[config.mk]
export PLATFORM = sky130hd
export DESIGN_NAME = serial_link_uart
export DESIGN_NICKNAME = d
export VERILOG_FILES = /design/src/rtl/sl_pkg.sv /design/src/rtl/sl_glitch_filter.sv /design/src/rtl/sl_uart_tx.sv /design/src/rtl/sl_uart_rx.sv /design/src/rtl/sl_rx_fifo.sv /design/src/rtl/serial_link_uart.sv
export SDC_FILE = /design/constraint.sdc
export NUM_CORES = 1
export LEC_CHECK = 0
export BUFFER_PORTS_ARGS = -buffer_cell sky130_fd_sc_hd__buf_2
export CORE_ASPECT_RATIO = 1.1
export CORE_MARGIN = 1.5
export CORE_UTILIZATION = 45
export DETAILED_ROUTE_END_ITERATION = 10
export PLACE_DENSITY = 0.71
export SYNTH_ARGS = -nofsm -noshare
export SYNTH_HDL_FRONTEND = slang
export SYNTH_SLANG_ARGS = --single-unit
[constraint.sdc]
create_clock -name clk -period 6.2 [get_ports clk]
set_input_delay 1.24 -clock clk [delete_from_list [all_inputs] [get_ports clk]]
set_output_delay 1.24 -clock clk [all_outputs]
set_load 0.1 [all_outputs]
[src/rtl/sl_pkg.sv]
package sl_pkg;

  localparam logic [1:0] FLOW_NONE = 2'd0;
  localparam logic [1:0] FLOW_HW   = 2'd1;
  localparam logic [1:0] FLOW_SW   = 2'd2;

  localparam logic [7:0] CHAR_RESUME = 8'h11;
  localparam logic [7:0] CHAR_PAUSE  = 8'h13;

  typedef enum logic [2:0] {
    TX_IDLE, TX_START, TX_DATA, TX_STOP, TX_GAP
  } tx_state_e;

  typedef enum logic [2:0] {
    RX_IDLE, RX_START, RX_DATA, RX_STOP, RX_WAIT_HIGH
  } rx_state_e;

  // index of the final stop bit within the stop phase
  function automatic logic [2:0] last_stop_idx(input logic two_stop);
    return two_stop ? 3'd1 : 3'd0;
  endfunction

  function automatic logic is_flow_char(input logic [7:0] b);
    return (b == CHAR_RESUME) || (b == CHAR_PAUSE);
  endfunction

endpackage

[src/rtl/sl_glitch_filter.sv]
module sl_glitch_filter #(
  parameter int FILT_N = 3
) (
  input  logic clk,
  input  logic rst_n,
  input  logic tick,
  input  logic din,
  output logic dout
);
  logic [1:0]        sync_q;
  logic [FILT_N-1:0] hist_q;
  logic [FILT_N-1:0] hist_nxt;

  assign hist_nxt = {hist_q[FILT_N-2:0], sync_q[1]};

  always_ff @(posedge clk or negedge rst_n) begin
    if (!rst_n) begin
      sync_q <= 2'b11;
      hist_q <= '1;
      dout   <= 1'b1;
    end else begin
      sync_q <= {sync_q[0], din};
      if (tick) begin
        hist_q <= hist_nxt;
        if (&hist_nxt)       dout <= 1'b1;
        else if (~|hist_nxt) dout <= 1'b0;
      end
    end
  end
endmodule

[src/rtl/sl_uart_tx.sv]
module sl_uart_tx
  import sl_pkg::*;
#(
  parameter int GAP_W = 8
) (
  input  logic             clk,
  input  logic             rst_n,
  input  logic             tick,
  input  logic             stop2,
  input  logic             block_mode,
  input  logic [GAP_W-1:0] gap_bits,
  input  logic             may_send,
  input  logic             tx_valid,
  input  logic [7:0]       tx_data,
  output logic             tx_ready,
  output logic             txd,
  output logic             frame_end,
  output logic             busy
);
  tx_state_e        st;
  logic [3:0]       tcnt;
  logic [2:0]       bitn;
  logic [GAP_W-1:0] gapn;
  logic [7:0]       shreg;
  logic             bit_end, gap_needed, gap_last, load_slot;

  assign bit_end    = tick && (tcnt == 4'd15);
  assign gap_needed = block_mode && (gap_bits != '0);
  assign frame_end  = (st == TX_STOP) && bit_end && (bitn == last_stop_idx(stop2));
  assign gap_last   = (st == TX_GAP) && bit_end && (gapn == gap_bits - GAP_W'(1));
  // a new frame may begin from idle or seamlessly after the previous one
  assign load_slot  = (st == TX_IDLE) || (frame_end && !gap_needed) || gap_last;
  assign tx_ready   = load_slot && tx_valid && may_send;
  assign busy       = (st != TX_IDLE);
  assign txd        = (st == TX_START) ? 1'b0 :
                      (st == TX_DATA)  ? shreg[0] : 1'b1;

  always_ff @(posedge clk or negedge rst_n) begin
    if (!rst_n) begin
      st    <= TX_IDLE;
      tcnt  <= '0;
      bitn  <= '0;
      gapn  <= '0;
      shreg <= '1;
    end else if (tx_ready) begin
      st    <= TX_START;
      tcnt  <= '0;
      bitn  <= '0;
      shreg <= tx_data;
    end else begin
      if (tick && st != TX_IDLE) tcnt <= tcnt + 4'd1;
      case (st)
        TX_START: if (bit_end) begin
          st   <= TX_DATA;
          bitn <= '0;
        end
        TX_DATA: if (bit_end) begin
          shreg <= {1'b1, shreg[7:1]};
          if (bitn == 3'd7) begin
            st   <= TX_STOP;
            bitn <= '0;
          end else begin
            bitn <= bitn + 3'd1;
          end
        end
        TX_STOP: if (bit_end) begin
          if (frame_end) begin
            if (gap_needed) begin
              st   <= TX_GAP;
              gapn <= '0;
            end else begin
              st <= TX_IDLE;
            end
          end else begin
            bitn <= bitn + 3'd1;
          end
        end
        TX_GAP: if (bit_end) begin
          if (gap_last) st <= TX_IDLE;
          else          gapn <= gapn + GAP_W'(1);
        end
        default: ;
      endcase
    end
  end
endmodule

[src/rtl/sl_uart_rx.sv]
module sl_uart_rx
  import sl_pkg::*;
(
  input  logic       clk,
  input  logic       rst_n,
  input  logic       tick,
  input  logic       rxf,
  output logic       char_valid,
  output logic [7:0] char_data,
  output logic       frame_err
);
  rx_state_e  st;
  logic [3:0] tcnt;
  logic [2:0] bitn;
  logic [7:0] shreg;

  assign char_data = shreg;

  always_ff @(posedge clk or negedge rst_n) begin
    if (!rst_n) begin
      st         <= RX_IDLE;
      tcnt       <= '0;
      bitn       <= '0;
      shreg      <= '0;
      char_valid <= 1'b0;
      frame_err  <= 1'b0;
    end else begin
      char_valid <= 1'b0;
      frame_err  <= 1'b0;
      case (st)
        RX_IDLE: if (tick && !rxf) begin
          st   <= RX_START;
          tcnt <= '0;
        end
        RX_START: if (tick) begin
          if (rxf) begin
            st <= RX_IDLE;
          end else if (tcnt == 4'd7) begin
            st   <= RX_DATA;
            tcnt <= '0;
            bitn <= '0;
          end else begin
            tcnt <= tcnt + 4'd1;
          end
        end
        RX_DATA: if (tick) begin
          if (tcnt == 4'd15) begin
            shreg <= {rxf, shreg[7:1]};
            tcnt  <= '0;
            if (bitn == 3'd7) st <= RX_STOP;
            else              bitn <= bitn + 3'd1;
          end else begin
            tcnt <= tcnt + 4'd1;
          end
        end
        RX_STOP: if (tick) begin
          if (tcnt == 4'd15) begin
            tcnt <= '0;
            if (rxf) begin
              char_valid <= 1'b1;
              st         <= RX_IDLE;
            end else begin
              frame_err <= 1'b1;
              st        <= RX_WAIT_HIGH;
            end
          end else begin
            tcnt <= tcnt + 4'd1;
          end
        end
        RX_WAIT_HIGH: if (rxf) st <= RX_IDLE;
        default: st <= RX_IDLE;
      endcase
    end
  end
endmodule

[src/rtl/sl_rx_fifo.sv]
module sl_rx_fifo #(
  parameter  int DEPTH = 8,
  localparam int PTR_W = (DEPTH > 1) ? $clog2(DEPTH) : 1,
  localparam int CNT_W = $clog2(DEPTH + 1)
) (
  input  logic             clk,
  input  logic             rst_n,
  input  logic             push,
  input  logic [7:0]       din,
  input  logic             pop,
  output logic [7:0]       dout,
  output logic             empty,
  output logic             full,
  output logic [CNT_W-1:0] count
);
  logic [7:0]       mem [DEPTH];
  logic [PTR_W-1:0] rd_ptr, wr_ptr;
  logic             do_push, do_pop;

  function automatic logic [PTR_W-1:0] ptr_inc(input logic [PTR_W-1:0] p);
    return (p == PTR_W'(DEPTH - 1)) ? '0 : p + PTR_W'(1);
  endfunction

  assign empty   = (count == '0);
  assign full    = (count == CNT_W'(DEPTH));
  assign do_push = push && !full;
  assign do_pop  = pop && !empty;
  assign dout    = mem[rd_ptr];

  always_ff @(posedge clk) begin
    if (do_push) mem[wr_ptr] <= din;
  end

  always_ff @(posedge clk or negedge rst_n) begin
    if (!rst_n) begin
      rd_ptr <= '0;
      wr_ptr <= '0;
      count  <= '0;
    end else begin
      if (do_push) wr_ptr <= ptr_inc(wr_ptr);
      if (do_pop)  rd_ptr <= ptr_inc(rd_ptr);
      count <= count + CNT_W'(do_push) - CNT_W'(do_pop);
    end
  end
endmodule

[src/rtl/serial_link_uart.sv]
module serial_link_uart
  import sl_pkg::*;
#(
  parameter  int DIV_W      = 16,
  parameter  int GAP_W      = 8,
  parameter  int BLK_W      = 8,
  parameter  int FIFO_DEPTH = 8,
  parameter  int NEAR_FULL  = FIFO_DEPTH - 2,
  parameter  int FILT_N     = 3,
  localparam int CNT_W      = $clog2(FIFO_DEPTH + 1)
) (
  input  logic             clk,
  input  logic             rst_n,
  input  logic [DIV_W-1:0] baud_div,
  input  logic             stop2,
  input  logic [1:0]       flow_sel,
  input  logic             block_mode,
  input  logic [GAP_W-1:0] gap_bits,
  input  logic [BLK_W-1:0] block_len,
  input  logic             block_start,
  input  logic             tx_valid,
  input  logic [7:0]       tx_data,
  output logic             tx_ready,
  output logic             txd,
  input  logic             rxd,
  input  logic             cts_in,
  output logic             rts_out,
  input  logic             rx_pop,
  output logic [7:0]       rx_data,
  output logic             rx_empty,
  output logic [CNT_W-1:0] rx_count,
  output logic             frame_err,
  input  logic             rx_irq_en,
  input  logic             done_irq_en,
  output logic             rx_irq,
  output logic             done_irq
);
  // named internal events, observed by the bound checker
  logic             tick;
  logic             tx_start, frame_end, tx_busy, may_send;
  logic             rxf, char_valid, fifo_push, fifo_full, paused, done_flag;
  logic [7:0]       char_data;
  logic [DIV_W-1:0] div_cnt;
  logic [BLK_W-1:0] blk_left;

  assign tick = (div_cnt == baud_div);

  always_ff @(posedge clk or negedge rst_n) begin
    if (!rst_n)    div_cnt <= '0;
    else if (tick) div_cnt <= '0;
    else           div_cnt <= div_cnt + DIV_W'(1);
  end

  assign may_send = !((flow_sel == FLOW_HW) && !cts_in)
                 && !((flow_sel == FLOW_SW) && paused)
                 && (!block_mode || (blk_left != '0));

  sl_uart_tx #(.GAP_W(GAP_W)) u_tx (
    .clk        (clk),
    .rst_n      (rst_n),
    .tick       (tick),
    .stop2      (stop2),
    .block_mode (block_mode),
    .gap_bits   (gap_bits),
    .may_send   (may_send),
    .tx_valid   (tx_valid),
    .tx_data    (tx_data),
    .tx_ready   (tx_ready),
    .txd        (txd),
    .frame_end  (frame_end),
    .busy       (tx_busy)
  );
  assign tx_start = tx_ready;

  // block character counter and completion flag
  always_ff @(posedge clk or negedge rst_n) begin
    if (!rst_n) begin
      blk_left  <= '0;
      done_flag <= 1'b0;
    end else if (block_start) begin
      blk_left  <= block_len;
      done_flag <= 1'b0;
    end else begin
      if (tx_start && block_mode && blk_left != '0) blk_left <= blk_left - BLK_W'(1);
      if (frame_end && block_mode && blk_left == '0) done_flag <= 1'b1;
    end
  end

  sl_glitch_filter #(.FILT_N(FILT_N)) u_filt (
    .clk   (clk),
    .rst_n (rst_n),
    .tick  (tick),
    .din   (rxd),
    .dout  (rxf)
  );

  sl_uart_rx u_rx (
    .clk        (clk),
    .rst_n      (rst_n),
    .tick       (tick),
    .rxf        (rxf),
    .char_valid (char_valid),
    .char_data  (char_data),
    .frame_err  (frame_err)
  );

  // software handshake: control bytes steer the pause state and are consumed
  always_ff @(posedge clk or negedge rst_n) begin
    if (!rst_n)                                        paused <= 1'b0;
    else if (flow_sel != FLOW_SW)                      paused <= 1'b0;
    else if (char_valid && char_data == CHAR_PAUSE)    paused <= 1'b1;
    else if (char_valid && char_data == CHAR_RESUME)   paused <= 1'b0;
  end

  assign fifo_push = char_valid && !((flow_sel == FLOW_SW) && is_flow_char(char_data));

  sl_rx_fifo #(.DEPTH(FIFO_DEPTH)) u_fifo (
    .clk   (clk),
    .rst_n (rst_n),
    .push  (fifo_push),
    .din   (char_data),
    .pop   (rx_pop),
    .dout  (rx_data),
    .empty (rx_empty),
    .full  (fifo_full),
    .count (rx_count)
  );

  assign rts_out  = (flow_sel == FLOW_HW) ? (rx_count < CNT_W'(NEAR_FULL)) : 1'b1;
  assign rx_irq   = rx_irq_en && !rx_empty;
  assign done_irq = done_irq_en && done_flag;
endmodule

==> qor.txt <==
number of synthesized register bits - 151
cts repair resizes - 0
DR DRC count - 2
setup bufs post-CTS - 0
fmax - 216.8 MHz
Slew headroom - 25.14%
CTS tree - done
Seq/Total Area, Yosys - 55.02%
M3 GR Usage - 5.070%
P per Cell Area - 365.2 mW/mm^2
synth cell count leaders - dfrtp_1 (74), edfxtp_1 (64), nor2_1 (58)
largest net degree at the start of global routing - 61
Num CTS Buffers - 17
Die Width - 125.9 um
fillcell total - 1395
syn_nets - 704
TNS Setup - 0 ns
EDFF count, synth - 64
leakage power - 3.578 nW
Via Count - 5090
std cell rows - 49
Layout Cells excl Fill - 922
CP arrival - 3.37 ns
Synth Cell Area - 0.007480 mm^2
Clock Latency Late Sink - 0.42 ns
GRT busiest layer - met2
Sw Share - 37.12%
Max-Cap Viols - 0
synth-to-layout area growth - 15.46%
H-tree Lvls - 4
WHS - 0.3556 ns
total track usage - 17.89%
Distinct cells, synth - 64
clock skew - 0.008744 ns
Final Hold Viols - 0
root buf cell - clkbuf_16
violated checks - DRC
M2 GR Usage - 31.35%
Placed Cells - 889
I/O pin count - 72
Place WS - 1.579 ns
Final Cycle Share - 74.39%
Psw - 1.171 mW
first-pass GRT wire length - 24.76 mm
layout cells sized above 1 - 23.85%
critical path endpoint category - output port
Final GP Congestion - 0.8350
DRT Wirelength - 14.72 mm
multi-input combinational cell area - 0.003182 mm^2
Initial Utilization - 45.86%
final setup fails - 0
Seq pwr share - 39.5%
Least-Margin Pin Slew - 1.123 ns
nets - 780
clock share of power - 32.2%
drt pass-1 iters - 10
area leader, netlist - edfxtp_1
clk sinks - 151
Post-synth ARST share - 57.62%
Setup CP Type - in2out
Comb power frac - 28.3%
top cells by area, synth - edfxtp_1 (26%), dfrtp_1 (25%), mux4_2 (4.8%)
GRT met1 Usage - 21.62%
Vias/cell - 5.521
most common cell in the netlist - dfrtp_1
initial antenna violation count - 3
setup ws final - 1.588 ns
worst path required time - 4.96 ns
top cell type's share of synthesized area - 25.69%
core area - 0.01631 mm^2
status - finished with violations
vias in the first global route - 5150
Die Ht - 138.2 um
ys flop type - dfrtp_1
Post-Syn Area per Cell - 11.91 um^2
drt wl/cell - 15.96 um
peak supply drop - 0.2214 mV
Slew Limit Fails - 0
DRT iter0 DRCs - 312
Detail Route Antenna Nets - 0
CTS max path bufs - 2
sequential cell area - 0.004115 mm^2
GR Overflow Total - 0
Critical Path Fanout Max - 6
die area - 0.01740 mm^2
P_int - 1.983 mW
hold crit path type - reg2reg
Post-CTS Hold Buffers - 0
crit path launch type - primary input
Buffers on Ports - 71
Syn. warnings - 0
Final min period - 4.612 ns
unrepaired setup endpoints after global routing - false
dpl hpwl - 10.45 mm
cells after synthesis - 628
Reg clk slew, reported paths - 0.06 ns
[area by class of cell]
class                      count  share of cell area [%]
clock buffer                  17                   4.926
sequential                   151                   47.65
multi-input combinational    430                   36.84
tap                          204                   2.956
antenna                        1                 0.02898
clock inverter                15                   1.797
inverter                      28                   1.217
timing repair buffer          76                   4.578
[per-layer routing]
layer  wire (um)  share of wire (%)  up-vias
li1            -                  -     2437
met1        6284                 43     2517
met2        7594                 52      109
met3         642                4.4       23
met4         161                1.1        4
met5          34               0.23        -
[cells in the final DEF, fill, tap and decap left out, types with 12 or more instances in the layout]
cell | Yosys | final
dfstp_2 | 13 | 13
nor2_1 | 58 | 58
o21ai_0 | 15 | 15
nor3_1 | 15 | 15
dfrtp_1 | 74 | 74
inv_1 | 27 | 27
mux2_2 | 23 | 23
mux4_2 | 16 | 16
edfxtp_1 | 64 | 64
nand2_1 | 48 | 48
clkbuf_16 | 0 | 17
xor2_1 | 17 | 17
o21ai_1 | 12 | 12
buf_2 | 5 | 70
nand2b_1 | 18 | 18
a21oi_1 | 14 | 14
xnor2_1 | 29 | 29
nand3_1 | 25 | 25
ha_1 | 22 | 22
[power groups by stage]
| stage | Combinational (mW) | Clock [mW] | Sequential (mW) |
|---|---|---|---|
| 6_report | 0.894 | 1.02 | 1.24 |
| 5_1_grt | 0.947 | 1.08 | 1.26 |
| 3_3_place_gp | 0.873 | 0 | 1.26 |
| 3_5_place_dp | 0.898 | 0 | 1.27 |
| 2_1_floorplan | 0.716 | 0 | 1.28 |
| 4_1_cts | 0.902 | 1.04 | 1.25 |
[stage by stage]
stage          total power, mW  util, %  cell area, um^2
2_1_floorplan            1.998        -             7480
3_3_place_gp             2.135    49.38             8053
3_5_place_dp             2.165    49.38             8053
4_1_cts                  3.189    52.94             8633
5_1_grt                  3.294    52.94             8633
6_report                 3.154    52.95             8636
[worst max-delay path: stages]
cell and delay (ns):
buf_2 0.12, inv_1 0.08, ha_1 0.23, or3b_4 0.42, a2111oi_4 0.39, nand4_2 0.23
o21ai_1 0.21, buf_2 0.45
[flip-flops by register name, summed over array words and instances (netlist names), 2 cells and up]
name	flops
blk_left	8
div_cnt	16
u_fifo.count	4
u_fifo.mem	64
u_fifo.rd_ptr	3
u_fifo.wr_ptr	3
u_filt.hist_q	2
u_filt.sync_q	2
u_rx.bitn	3
u_rx.char_data	8
u_rx.st	3
u_rx.tcnt	4
u_tx.bitn	3
u_tx.gapn	8
u_tx.shreg	8
u_tx.st	3
u_tx.tcnt	4
[logic make-up (layout without fill, tap and decap cells)]
| logic type | count (synthesis) | in the layout | share of synthesized area (%) |
|---|---|---|---|
| compound gates | 86 | 86 | 7.846 |
| xor+xnor | 47 | 47 | 5.604 |
| fa+ha+maj | 23 | 23 | 3.948 |
| buf+inv | 47 | 136 | 2.442 |
| flops | 151 | 151 | 55.02 |
| mux | 50 | 50 | 9.769 |
| other cells | 0 | 1 | 0 |
| simple gates | 224 | 224 | 15.37 |
[worst paths after layout]
check / startpoint / endpoint / slack (ns) / depth (start not counted)
setup / recovery: gap_bits[0] / tx_ready / 1.59 / 8
hold / removal: u_filt.sync_q[0]$_DFF_PN1_ / u_filt.sync_q[1]$_DFF_PN1_ / 0.36 / 0
setup reg to reg: div_cnt[13]$_DFF_PN0_ / u_tx.shreg[0]$_DFFE_PN1P_ / 3.08 / 8
hold reg to reg: u_filt.sync_q[0]$_DFF_PN1_ / u_filt.sync_q[1]$_DFF_PN1_ / 0.36 / 0
max in group asynchronous: rst_n / u_rx.bitn[2]$_DFFE_PN0P_ / 4.37 / 2
min in group asynchronous: rst_n / u_tx.st[1]$_DFFE_PN0P_ / 0.74 / 1
(Power assumes the default switching activity.)
